[config.mk]
export PLATFORM = sky130hd
export DESIGN_NAME = raster_timing_gen
export DESIGN_NICKNAME = d
export VERILOG_FILES = /design/src/rtl/raster_pkg.sv /design/src/rtl/raster_cfg_shadow.sv /design/src/rtl/raster_axis_ctr.sv /design/src/rtl/raster_pix_phase.sv /design/src/rtl/raster_sync_shape.sv /design/src/rtl/raster_timing_gen.sv
export SDC_FILE = /design/constraint.sdc
export NUM_CORES = 1
export LEC_CHECK = 0
export BUFFER_PORTS_ARGS = -buffer_cell sky130_fd_sc_hd__buf_2
export CORE_MARGIN = 8
export CORE_UTILIZATION = 35
export CTS_BUF_LIST = sky130_fd_sc_hd__clkbuf_8
export DETAILED_ROUTE_END_ITERATION = 12
export GPL_TIMING_DRIVEN = 0
export PLACE_DENSITY = 0.64
export SYNTH_ARGS = -nofsm -noshare
export SYNTH_HDL_FRONTEND = slang
export SYNTH_SLANG_ARGS = --single-unit
[constraint.sdc]
create_clock -name clk -period 8.3 [get_ports clk]
set_input_delay 1.66 -clock clk [delete_from_list [all_inputs] [get_ports clk]]
set_output_delay 1.66 -clock clk [all_outputs]
set_load 0.02 [all_outputs]
[src/rtl/raster_pkg.sv]
`timescale 1ns/1ps
package raster_pkg;
  localparam int unsigned HW  = 12;   // horizontal count width
  localparam int unsigned VW  = 11;   // vertical count width
  localparam int unsigned CPW = 3;    // clocks-per-pixel width
  localparam int unsigned SPW = 16;   // common arithmetic width

  typedef logic [SPW-1:0] span_t;

  typedef struct packed {
    logic [HW-1:0]  h_total;
    logic [HW:0]    h_sync_half;
    logic [HW-1:0]  h_lead;
    logic [HW-1:0]  h_active;
    logic [VW-1:0]  v_total;
    logic [VW-1:0]  v_sync;
    logic [VW-1:0]  v_lead;
    logic [VW-1:0]  v_active;
    logic [CPW-1:0] clk_per_pix;
    logic           hs_low;
    logic           vs_low;
  } timing_t;

  // position c lies in [lead, lead+len)
  function automatic logic in_window(span_t c, span_t lead, span_t len);
    logic [SPW:0] stop;
    stop = {1'b0, lead} + {1'b0, len};
    return ({1'b0, c} >= {1'b0, lead}) && ({1'b0, c} < stop);
  endfunction

  function automatic logic [CPW-1:0] eff_cpp(logic [CPW-1:0] c);
    return (c == '0) ? CPW'(1) : c;
  endfunction

  // whole clocks of an hsync width given in half clocks
  function automatic span_t sync_full(span_t half);
    return half >> 1;
  endfunction

  function automatic logic is_last(span_t c, span_t total);
    return c == (total - span_t'(1));
  endfunction
endpackage

[src/rtl/raster_cfg_shadow.sv]
`timescale 1ns/1ps
module raster_cfg_shadow
  import raster_pkg::*;
(
  input  logic    clk,
  input  logic    rst,
  input  logic    load,
  input  timing_t live,
  output timing_t held
);
  always_ff @(posedge clk) begin
    if (rst)       held <= live;
    else if (load) held <= live;
  end
endmodule

[src/rtl/raster_axis_ctr.sv]
`timescale 1ns/1ps
module raster_axis_ctr
  import raster_pkg::*;
#(
  parameter int unsigned W = 12
) (
  input  logic         clk,
  input  logic         rst,
  input  logic         run,
  input  logic         step,
  input  logic [W-1:0] total,
  output logic [W-1:0] cnt,
  output logic         last
);
  assign last = is_last(span_t'(cnt), span_t'(total));

  always_ff @(posedge clk) begin
    if (rst || !run)  cnt <= '0;
    else if (step)    cnt <= last ? '0 : cnt + W'(1);
  end

  // R2 (and R5 for the line counter): the count never leaves its period
  assert_ctr_in_period_R2: assert property (@(posedge clk) disable iff (rst)
    (run && total >= W'(2)) |-> (cnt < total));
endmodule

[src/rtl/raster_pix_phase.sv]
`timescale 1ns/1ps
module raster_pix_phase
  import raster_pkg::*;
(
  input  logic           clk,
  input  logic           rst,
  input  logic           run,
  input  logic           h_in,
  input  logic           de,
  input  logic [CPW-1:0] cpp_cfg,
  output logic           pix_stb,
  output logic [HW-1:0]  pix_x
);
  logic [CPW-1:0] cpp;
  logic [CPW-1:0] phase_q;
  logic [HW-1:0]  idx_q;
  logic           pix_end;

  assign cpp     = eff_cpp(cpp_cfg);
  assign pix_end = (phase_q == cpp - CPW'(1));

  always_ff @(posedge clk) begin
    if (rst || !run || !h_in) begin
      phase_q <= '0;
      idx_q   <= '0;
    end else if (pix_end) begin
      phase_q <= '0;
      idx_q   <= idx_q + HW'(1);
    end else begin
      phase_q <= phase_q + CPW'(1);
    end
  end

  assign pix_stb = de && (phase_q == '0);
  assign pix_x   = de ? idx_q : '0;

  assert_phase_bounded_R8: assert property (@(posedge clk) disable iff (rst)
    h_in |-> (phase_q < cpp));
  assert_x_steady_in_pixel_R8: assert property (@(posedge clk) disable iff (rst)
    (de && !pix_stb && $past(de)) |-> (pix_x == $past(pix_x)));
endmodule

[src/rtl/raster_sync_shape.sv]
`timescale 1ns/1ps
module raster_sync_shape
  import raster_pkg::*;
#(
  parameter bit HALF_STEP = 1'b1
) (
  input  logic          clk,
  input  logic          rst,
  input  logic          run,
  input  logic [HW-1:0] hcnt,
  input  logic [VW-1:0] vcnt,
  input  logic [HW:0]   h_sync_half,
  input  logic [VW-1:0] v_sync,
  input  logic          hs_low,
  input  logic          vs_low,
  output logic          hsync,
  output logic          vsync
);
  span_t full;
  logic  hs_body;
  logic  hs_tail;
  logic  hs_act;
  logic  vs_act;

  assign full    = sync_full(span_t'(h_sync_half));
  assign hs_body = run && (span_t'(hcnt) < full);

  generate
    if (HALF_STEP) begin : g_half
      logic tail_c;
      logic tail_n;
      assign tail_c = run && h_sync_half[0] && (span_t'(hcnt) == full);
      always_ff @(negedge clk) begin
        if (rst) tail_n <= 1'b0;
        else     tail_n <= tail_c;
      end
      assign hs_tail = tail_c && !tail_n;
    end else begin : g_whole
      assign hs_tail = 1'b0;
    end
  endgenerate

  assign hs_act = hs_body || hs_tail;
  assign vs_act = run && (vcnt < v_sync);
  assign hsync  = run ? (hs_act ^ hs_low) : 1'b0;
  assign vsync  = run ? (vs_act ^ vs_low) : 1'b0;

  assert_hs_within_width_R3: assert property (@(posedge clk) disable iff (rst)
    hs_act |-> (span_t'(hcnt) <= full));
  assert_vs_starts_at_line_R5: assert property (@(posedge clk) disable iff (rst)
    $rose(vs_act) |-> (hcnt == '0));
endmodule

[src/rtl/raster_timing_gen.sv]
`timescale 1ns/1ps
module raster_timing_gen
  import raster_pkg::*;
#(
  parameter bit HALF_STEP = 1'b1
) (
  input  logic           clk,
  input  logic           rst,
  input  logic [HW-1:0]  cfg_h_total,
  input  logic [HW:0]    cfg_h_sync,
  input  logic [HW-1:0]  cfg_h_lead,
  input  logic [HW-1:0]  cfg_h_active,
  input  logic [VW-1:0]  cfg_v_total,
  input  logic [VW-1:0]  cfg_v_sync,
  input  logic [VW-1:0]  cfg_v_lead,
  input  logic [VW-1:0]  cfg_v_active,
  input  logic [CPW-1:0] cfg_clk_per_pix,
  input  logic           cfg_hs_pol,
  input  logic           cfg_vs_pol,
  output logic           hsync,
  output logic           vsync,
  output logic           de,
  output logic           pix_stb,
  output logic [HW-1:0]  pix_x,
  output logic [VW-1:0]  pix_y
);
  timing_t       live;
  timing_t       cur;
  logic          run_q;
  logic [HW-1:0] hcnt;
  logic [VW-1:0] vcnt;
  logic          h_last;
  logic          v_last;
  logic          frame_end;
  logic          load;
  logic          h_in;
  logic          v_in;

  assign live = '{h_total: cfg_h_total, h_sync_half: cfg_h_sync,
                  h_lead: cfg_h_lead, h_active: cfg_h_active,
                  v_total: cfg_v_total, v_sync: cfg_v_sync,
                  v_lead: cfg_v_lead, v_active: cfg_v_active,
                  clk_per_pix: cfg_clk_per_pix,
                  hs_low: cfg_hs_pol, vs_low: cfg_vs_pol};

  always_ff @(posedge clk) begin
    if (rst) run_q <= 1'b0;
    else     run_q <= 1'b1;
  end

  assign frame_end = run_q && h_last && v_last;
  assign load      = !run_q || frame_end;

  raster_cfg_shadow u_shadow (
    .clk(clk), .rst(rst), .load(load), .live(live), .held(cur));

  raster_axis_ctr #(.W(HW)) u_hctr (
    .clk(clk), .rst(rst), .run(run_q), .step(1'b1),
    .total(cur.h_total), .cnt(hcnt), .last(h_last));

  raster_axis_ctr #(.W(VW)) u_vctr (
    .clk(clk), .rst(rst), .run(run_q), .step(h_last),
    .total(cur.v_total), .cnt(vcnt), .last(v_last));

  assign h_in = in_window(span_t'(hcnt), span_t'(cur.h_lead), span_t'(cur.h_active));
  assign v_in = in_window(span_t'(vcnt), span_t'(cur.v_lead), span_t'(cur.v_active));
  assign de   = run_q && h_in && v_in;
  assign pix_y = de ? (vcnt - cur.v_lead) : '0;

  raster_pix_phase u_phase (
    .clk(clk), .rst(rst), .run(run_q), .h_in(h_in), .de(de),
    .cpp_cfg(cur.clk_per_pix), .pix_stb(pix_stb), .pix_x(pix_x));

  raster_sync_shape #(.HALF_STEP(HALF_STEP)) u_sync (
    .clk(clk), .rst(rst), .run(run_q), .hcnt(hcnt), .vcnt(vcnt),
    .h_sync_half(cur.h_sync_half), .v_sync(cur.v_sync),
    .hs_low(cur.hs_low), .vs_low(cur.vs_low),
    .hsync(hsync), .vsync(vsync));

  assert_cfg_only_at_frame_R11: assert property (@(posedge clk) disable iff (rst)
    !$stable(cur) |-> (hcnt == '0 && vcnt == '0));
  assert_y_inside_window_R9: assert property (@(posedge clk) disable iff (rst)
    de |-> (pix_y < cur.v_active));
  assert_x_inside_window_R8: assert property (@(posedge clk) disable iff (rst)
    de |-> (pix_x < cur.h_active));
  assert_reset_quiet_R1: assert property (@(posedge clk)
    rst |=> (!de && !pix_stb));
endmodule

Yosys cells after proc, flatten, opt, wreduce, memory -nomap -nowiden
Cells that the tools add are included.
- register bits: 138
- output and inout port bits: 27
- input bits: 100
- magnitude comparators: 6
- $add $sub $neg: 10
- bitwise logic cells: 2
- muxes and demuxes: 9
- equal/unequal tests: 4
- reductions and logical operators: 24
- operators by type and width (operator ; count):
    two-way mux 98 bit ; 2
    adder 12 x 1 -> 12 bit (second input constant) ; 2
    two-way mux 11 bit ; 2
    equality test 11 x 16 -> 1 bit ; 1
    equality test 12 x 16 -> 1 bit ; 1
    adder 12 x 12 -> 13 bit ; 1
    < comparator 12 x 13 -> 1 bit ; 1
    subtractor 12 x 1 -> 13 bit (second input constant) ; 1
    adder 11 x 11 -> 12 bit ; 1
    equality test 12 bit ; 1
    greater-or-equal comparator 12 bit ; 1
    logical AND 1 bit ; 12
    < comparator 11 x 12 -> 1 bit ; 1
    < comparator 12 bit ; 1
    two-way mux 12 bit ; 1
    subtractor 11 x 1 -> 12 bit (second input constant) ; 1
    adder 11 x 1 -> 11 bit (second input constant) ; 1
    greater-or-equal comparator 11 bit ; 1
    < comparator 11 bit ; 1
    subtractor 11 bit ; 1
    logical NOT 3 bit ; 2
    logical OR 1 bit ; 4
    OR reduction 2 bit ; 2
    adder 3 x 1 -> 3 bit (second input constant) ; 1
    other kinds (7) ; 12

Longest topological paths before layout
Gate-level depths: netlist of the first run.
- depth after elaboration: 7
- depth in mapped cells: 18
- gate-level depth less buffers: 17

Modules after synthesis
Synthesis of the first run repeated with hierarchy kept, for this count alone.
- cells, all modules: 863
- area, all modules: 8946.1 um2
- by module, submodules not included (module ; cells an instance ; area each (um2) ; instances):
    raster_cfg_shadow ; 99 ; 2949.1 ; 1
    raster_timing_gen ; 333 ; 2511.2 ; 1
    raster_axis_ctr at u_hctr ; 116 ; 978.4 ; 1
    raster_axis_ctr at u_vctr ; 114 ; 939.7 ; 1
    raster_pix_phase ; 108 ; 887.1 ; 1
    raster_sync_shape ; 93 ; 680.7 ; 1

==> flow_summary.yaml, run 1 <==
sta:
  skew_ns: 0.01472
  tightest_slew_ns: 1.208
  hold_violations: 0
  rsz0062_at_grt: "false"
  tns_ns: 0
  setup_viol: 0
  relSlewSlack: 0.1816
  slew_violations: 0
clock_network:
  post_cts_buffers: 0
  clk_pin_slew_ns: 0.09
  cts-resized-gates: 0
  cts_tree: "yes"
  ctsHoldBuffers: 0
  root_buffer: "clkbuf_8"
  htree_levels: 4
  cts_buffers: 17
  insertion_delay_ns: 0.46
  clk_path_buf_depth: 2
  cts_num_sinks: 138
critical_path:
  cpPeakStageDelay_ns: 0.29
  criticalPathCategory: "flop to output port"
  crit_buf_inv: 1
  cp_slowest_cell: "dfxtp_1"
  worstSetupStartpointType: "flop"
  cp_top_family: "simple AND/OR/NAND/NOR gates"
  cp_data_arrival_time_ns: 5.48
  required_ns: 6.64
  crit_chain: "nor2_1 > nor3_1 > and3b_1 > buf_2"
  path_max_fanout: 2
  endpoint_kind: "output port"
synth:
  yosysSeqAreaShare: 0.4352
  yosys.area.top_type: "edfxtp_1"
  syn_inst: 842
  synth_edf_count: 98
  synthesis.area_um2: 8602
  yosysTopAreaCellShare: 0.3421
  synthFlopType: "edfxtp_1"
  avgSynthCellArea_um2: 10.22
  synth_warnings: 0
  syn_nets: 1042
  ys_top_cells_by_area: "edfxtp_1, ha_1, dfxtp_1, xnor2_1, inv_1"
  synthArstFlopShare: 0
  ys_seq_elements: 138
  synth.distinct_cells: 72
pwr:
  p_total_uw: 1609
  swShare: 0.2911
  vdd_drop_max_mv: 0.06756
  seqPwrFrac: 0.499
  p_int_uw: 1140
  combPwrFrac: 0.153
  power_density_nw_per_um2: 159.6
  p_leak_uw: 0.004273
  switchingPower_uw: 468.3
  p_clk_frac: 0.348
layout:
  drive_gt1_frac: 0.1805
  area_growth_pct: 17.21
  antenna_cells: 0
  final_common_cell: "buf_2"
  final_net_count: 1190
  layout_common_cells: "buf_2, edfxtp_1, ha_1"
  instances_no_fill: 1327
  fin_area_um2: 10080
grt:
  antenna_found_initial: 0
  grtUsageTotal: 0.1328
  grt_max_degree: 32
  grt.overflow.total: 0
  met3_usage: 0.03202
  grt_util_met2: 0.2129
  first_global_vias: 6538
  grt_pass1_wl_um: 32450
  use_met1: 0.1766
  busiest_layer: "met2"
outcome:
  outcome: "finished, final reports clean"
place:
  port_buffers: 126
  dp_cells: 1295
  dp_hpwl_um: 15740
  postPlaceCellArea_um2: 9698
  place.gp.congestion: 0.8387
route:
  routed_via_density: 5.001
  wl_um: 20080
  drt_drc_violations_left: 0
  first_iter_violations: 349
  wl_per_cell_um: 15.13
  first_pass_iters: 4
  ant_nets: 0
  vias: 6636
hold_path:
  hold_path.class: "flop to flop"
floorplanning:
  dieArea_um2: 29850
  initial_core_util: 0.3547
  die_y_um: 172.8
  core_area_um2: 24250
  chipWidth_um: 172.8
  pin_count: 127
  num_rows: 57
job:
  max_cap_violations: 0
[layer usage]
layer,share of wire,vias to the layer above
met5,0,-
met4,0.012,0
met3,0.038,21
met2,0.46,143
met1,0.49,3092
li1,-,3380
[power by group through the flow]
stage               clock, uW  sequential, uW  combinational, uW
floorplan                1.51             812                177
global placement         1.51             822                234
detailed placement       1.51             820                247
CTS                       581             804                249
global route              607             808                279
finish                    560             803                246
[Yosys cell counts (3+ instances only)]
master and number:
edfxtp_1 98, ha_1 97, inv_1 92, nor2_1 54, xnor2_1 50, nor3_1 49
dfxtp_1 40, a21oi_1 34, nand2_1 34, nand3_1 33, o21ai_0 33, xor2_1 28
nand2b_1 16, nor4_1 14, a21o_1 13, clkbuf_1 11, nand4_1 11, nor2b_1 10
o31ai_1 9, or3_1 9, and3_1 8, or4_1 7, a211oi_1 5, o211ai_1 5
a41oi_1 4, o21a_1 4, a31oi_1 3, buf_1 3, fa_1 3, mux2i_1 3
nand3b_1 3, o2111ai_1 3, o311ai_1 3, or3b_2 3
[state kept, by name, indices dropped and copies added (netlist names)]
register,count
u_shadow.held,98
u_sync.g_half.tail_n,1
u_vctr.cnt,11
run_q,1
u_phase.idx_q,12
u_hctr.cnt,12
u_phase.phase_q,3
[area by class of cell]
class,count,area [um^2]
fillers,2385,14170
multi-input cells,596,4448
flip-flops and latches,138,3744
repair buffers,129,690.7
well taps,324,405.4
inverters,91,341.6
clock buffers,17,234.0
clock inverters,16,153.9
plain buffers,16,65.06
[per-stage QoR]
step                utilization  hold WS (ns)  setup slack (ns)
finish                   0.4158        0.5338             1.164
global route             0.4158        0.5663             1.001
CTS                      0.4158        0.5415             1.118
detailed placement       0.3999        0.5164             1.630
global placement         0.3975        0.5049             1.628
floorplan                     -        0.4583             1.737
[logic make-up after synthesis]
logic type	after synthesis	share of synthesized area
xor gates and xnor gates	78	0.07942
DFF	138	0.4352
adders and majority gates	100	0.1481
buffers and inverters	108	0.04771
and+or+nand+nor	272	0.1737
AOI/OAI and AO/OA	143	0.1124
muxes	3	0.003491
[final timing paths]
kind	from	to	slack [ns]	depth (start not counted)
max	u_sync.g_half.tail_n$_SDFF_NP0_	hsync	1.16	4
min	u_hctr.cnt[0]$_SDFF_PP0_	u_hctr.cnt[0]$_SDFF_PP0_	0.53	1
max reg2reg	u_hctr.cnt[7]$_SDFF_PP0_	u_sync.g_half.tail_n$_SDFF_NP0_	2.66	5
min reg2reg	u_hctr.cnt[0]$_SDFF_PP0_	u_hctr.cnt[0]$_SDFF_PP0_	0.53	1
Note: power is estimated with default switching activity, not from simulation.
==> inputs of run 2 (changes only) <==
--- a/config.mk
+++ b/config.mk
@@ -8,10 +8,10 @@
 export BUFFER_PORTS_ARGS = -buffer_cell sky130_fd_sc_hd__buf_2
 export CORE_MARGIN = 8
 export CORE_UTILIZATION = 35
-export CTS_BUF_LIST = sky130_fd_sc_hd__clkbuf_8
 export DETAILED_ROUTE_END_ITERATION = 12
 export GPL_TIMING_DRIVEN = 0
 export PLACE_DENSITY = 0.64
+export SLEW_MARGIN = 10
 export SYNTH_ARGS = -nofsm -noshare
 export SYNTH_HDL_FRONTEND = slang
 export SYNTH_SLANG_ARGS = --single-unit
==> run 2 against run 1 <==
Clock skew increased by 0.016 ns. Total power increased by 11%. Die area unchanged. Largest cell class unchanged. Largest power group unchanged.
==> flow_summary.yaml, run 2 (synthesis gave the netlist of run 1 again) <==
sta:
  skew_ns: 0.03037
  slew_violations: 0
  hold_ws_ns: 0.5250
  setup_viol: 0
  worst_slack_ns: 1.167
  tns_ns: 0
  relSlewSlack: 0.1885
  rsz0062_at_grt: "false"
  hold_violations: 0
  tightest_slew_ns: 1.198
critical_path:
  r2r_start: "u_hctr.cnt[7]$_SDFF_PP0_"
  cp_slowest_cell: "dfxtp_1"
  r2r_end: "u_sync.g_half.tail_n$_SDFF_NP0_"
  reg2reg_depth: 5
  cpPeakStageDelay_ns: 0.29
  cp_top_family: "simple AND/OR/NAND/NOR gates"
  required_ns: 6.64
  crit_buf_inv: 1
  path_max_fanout: 2
  r2r_setup_slack_ns: 2.68
  endpoint_kind: "output port"
  cp_data_arrival_time_ns: 5.47
  crit_chain: "nor2_1 > nor3_1 > and3b_1 > buf_2"
  criticalPathCategory: "flop to output port"
  worstSetupStartpointType: "flop"
route:
  ant_nets: 0
  wl_um: 20230
  vias: 6598
  wl_per_cell_um: 15.23
  first_iter_violations: 348
  first_pass_iters: 5
  routed_via_density: 4.968
  drt_drc_violations_left: 0
pwr:
  p_int_uw: 1310
  seqPwrFrac: 0.448
  p_total_uw: 1793
  p_leak_uw: 0.004369
  p_clk_frac: 0.413
  vdd_drop_max_mv: 0.07297
  swShare: 0.2695
  power_density_nw_per_um2: 174.2
  switchingPower_uw: 483.2
  combPwrFrac: 0.139
floorplanning:
  num_rows: 57
  initial_core_util: 0.3547
  die_y_um: 172.8
  pin_count: 127
  dieArea_um2: 29850
  core_area_um2: 24250
  chipWidth_um: 172.8
layout:
  final_common_cell: "buf_2"
  layout_common_cells: "buf_2, edfxtp_1, ha_1"
  largest_register: "u_shadow.held"
  antenna_cells: 0
  drive_gt1_frac: 0.1813
  largest_register_ff_count: 98
  final_net_count: 1191
  instances_no_fill: 1328
  area_growth_pct: 19.64
  reg_top3: "u_shadow.held x98, u_hctr.cnt x12, u_phase.idx_q x12"
outcome:
  outcome: "finished, final reports clean"
clock_network:
  clk_pin_slew_ns: 0.06
  clk_path_buf_depth: 2
  cts_tree: "yes"
  insertion_delay_ns: 0.45
  root_buffer: "clkbuf_16"
  cts-resized-gates: 0
  cts_buffers: 17
  post_cts_buffers: 0
  ctsHoldBuffers: 0
  cts_num_sinks: 138
  htree_levels: 4
grt:
  grt_pass1_wl_um: 32690
  antenna_found_initial: 0
  first_global_vias: 6586
  grt.overflow.total: 0
  grt_max_degree: 29
  grtUsageTotal: 0.1342
hold_path:
  whs_path_depth: 1
  min_from: "u_hctr.cnt[0]$_SDFF_PP0_"
  min_to: "u_hctr.cnt[0]$_SDFF_PP0_"
  hold_path.class: "flop to flop"
job:
  max_cap_violations: 0
place:
  port_buffers: 126
  dp_hpwl_um: 15820
  place.gp.congestion: 0.8387
  dpl_worst_slack_ns: 1.622
  dp_cells: 1296
-- run 2: worst max-delay path by stage --
stage,from,to,slack [ns],cells after the start
global placement,u_sync.g_half.tail_n$_SDFF_NP0_,hsync,1.63,4
detailed placement,u_sync.g_half.tail_n$_SDFF_NP0_,hsync,1.62,4
finish,u_sync.g_half.tail_n$_SDFF_NP0_,hsync,1.17,4
floorplan,u_sync.g_half.tail_n$_SDFF_NP0_,hsync,1.74,3
CTS,u_sync.g_half.tail_n$_SDFF_NP0_,hsync,1.13,4
global route,u_sync.g_half.tail_n$_SDFF_NP0_,hsync,1.02,4
-- run 2: cell type report --
class | count | area, um^2
sequential | 138 | 3744
tap | 324 | 405.4
timing repair buffer | 130 | 718.2
clock buffer | 19 | 464.2
fill | 2386 | 13960
clock inverter | 14 | 105.1
inverter | 91 | 341.6
buffer | 16 | 65.06
multi-input combinational | 596 | 4448
-- run 2: per-stage QoR --
step,utilization,instance area (um^2)
finish,0.4244,10290
CTS,0.4244,10290
detailed placement,0.4011,9726
global placement,0.3975,9638
global route,0.4244,10290
floorplan,-,8602
-- run 2: per-layer routing --
layer	routed length [um]	vias up	track usage	share of wire
met4	222	0	0.04168	0.011
met1	9704	3065	0.1731	0.48
met2	9386	138	0.2183	0.46
met3	914	16	0.03289	0.045
met5	0	-	0	0
li1	-	3379	-	-
-- run 2: power groups by stage --
stage,combinational [uW],sequential [uW],clock [uW]
floorplan,177,812,1.51
global placement,234,822,1.51
detailed placement,249,819,1.51
CTS,252,805,765
global route,282,808,789
finish,249,804,740
-- run 2: worst register-to-register path: cells and delay by family (launching register included) --
| kind | cells | cell delay (ns) |
|---|---|---|
| adder cells (fa/ha/maj) | 1 | 0.37 |
| flip-flops | 1 | 0.43 |
| AND/OR/NAND/NOR | 4 | 0.63 |
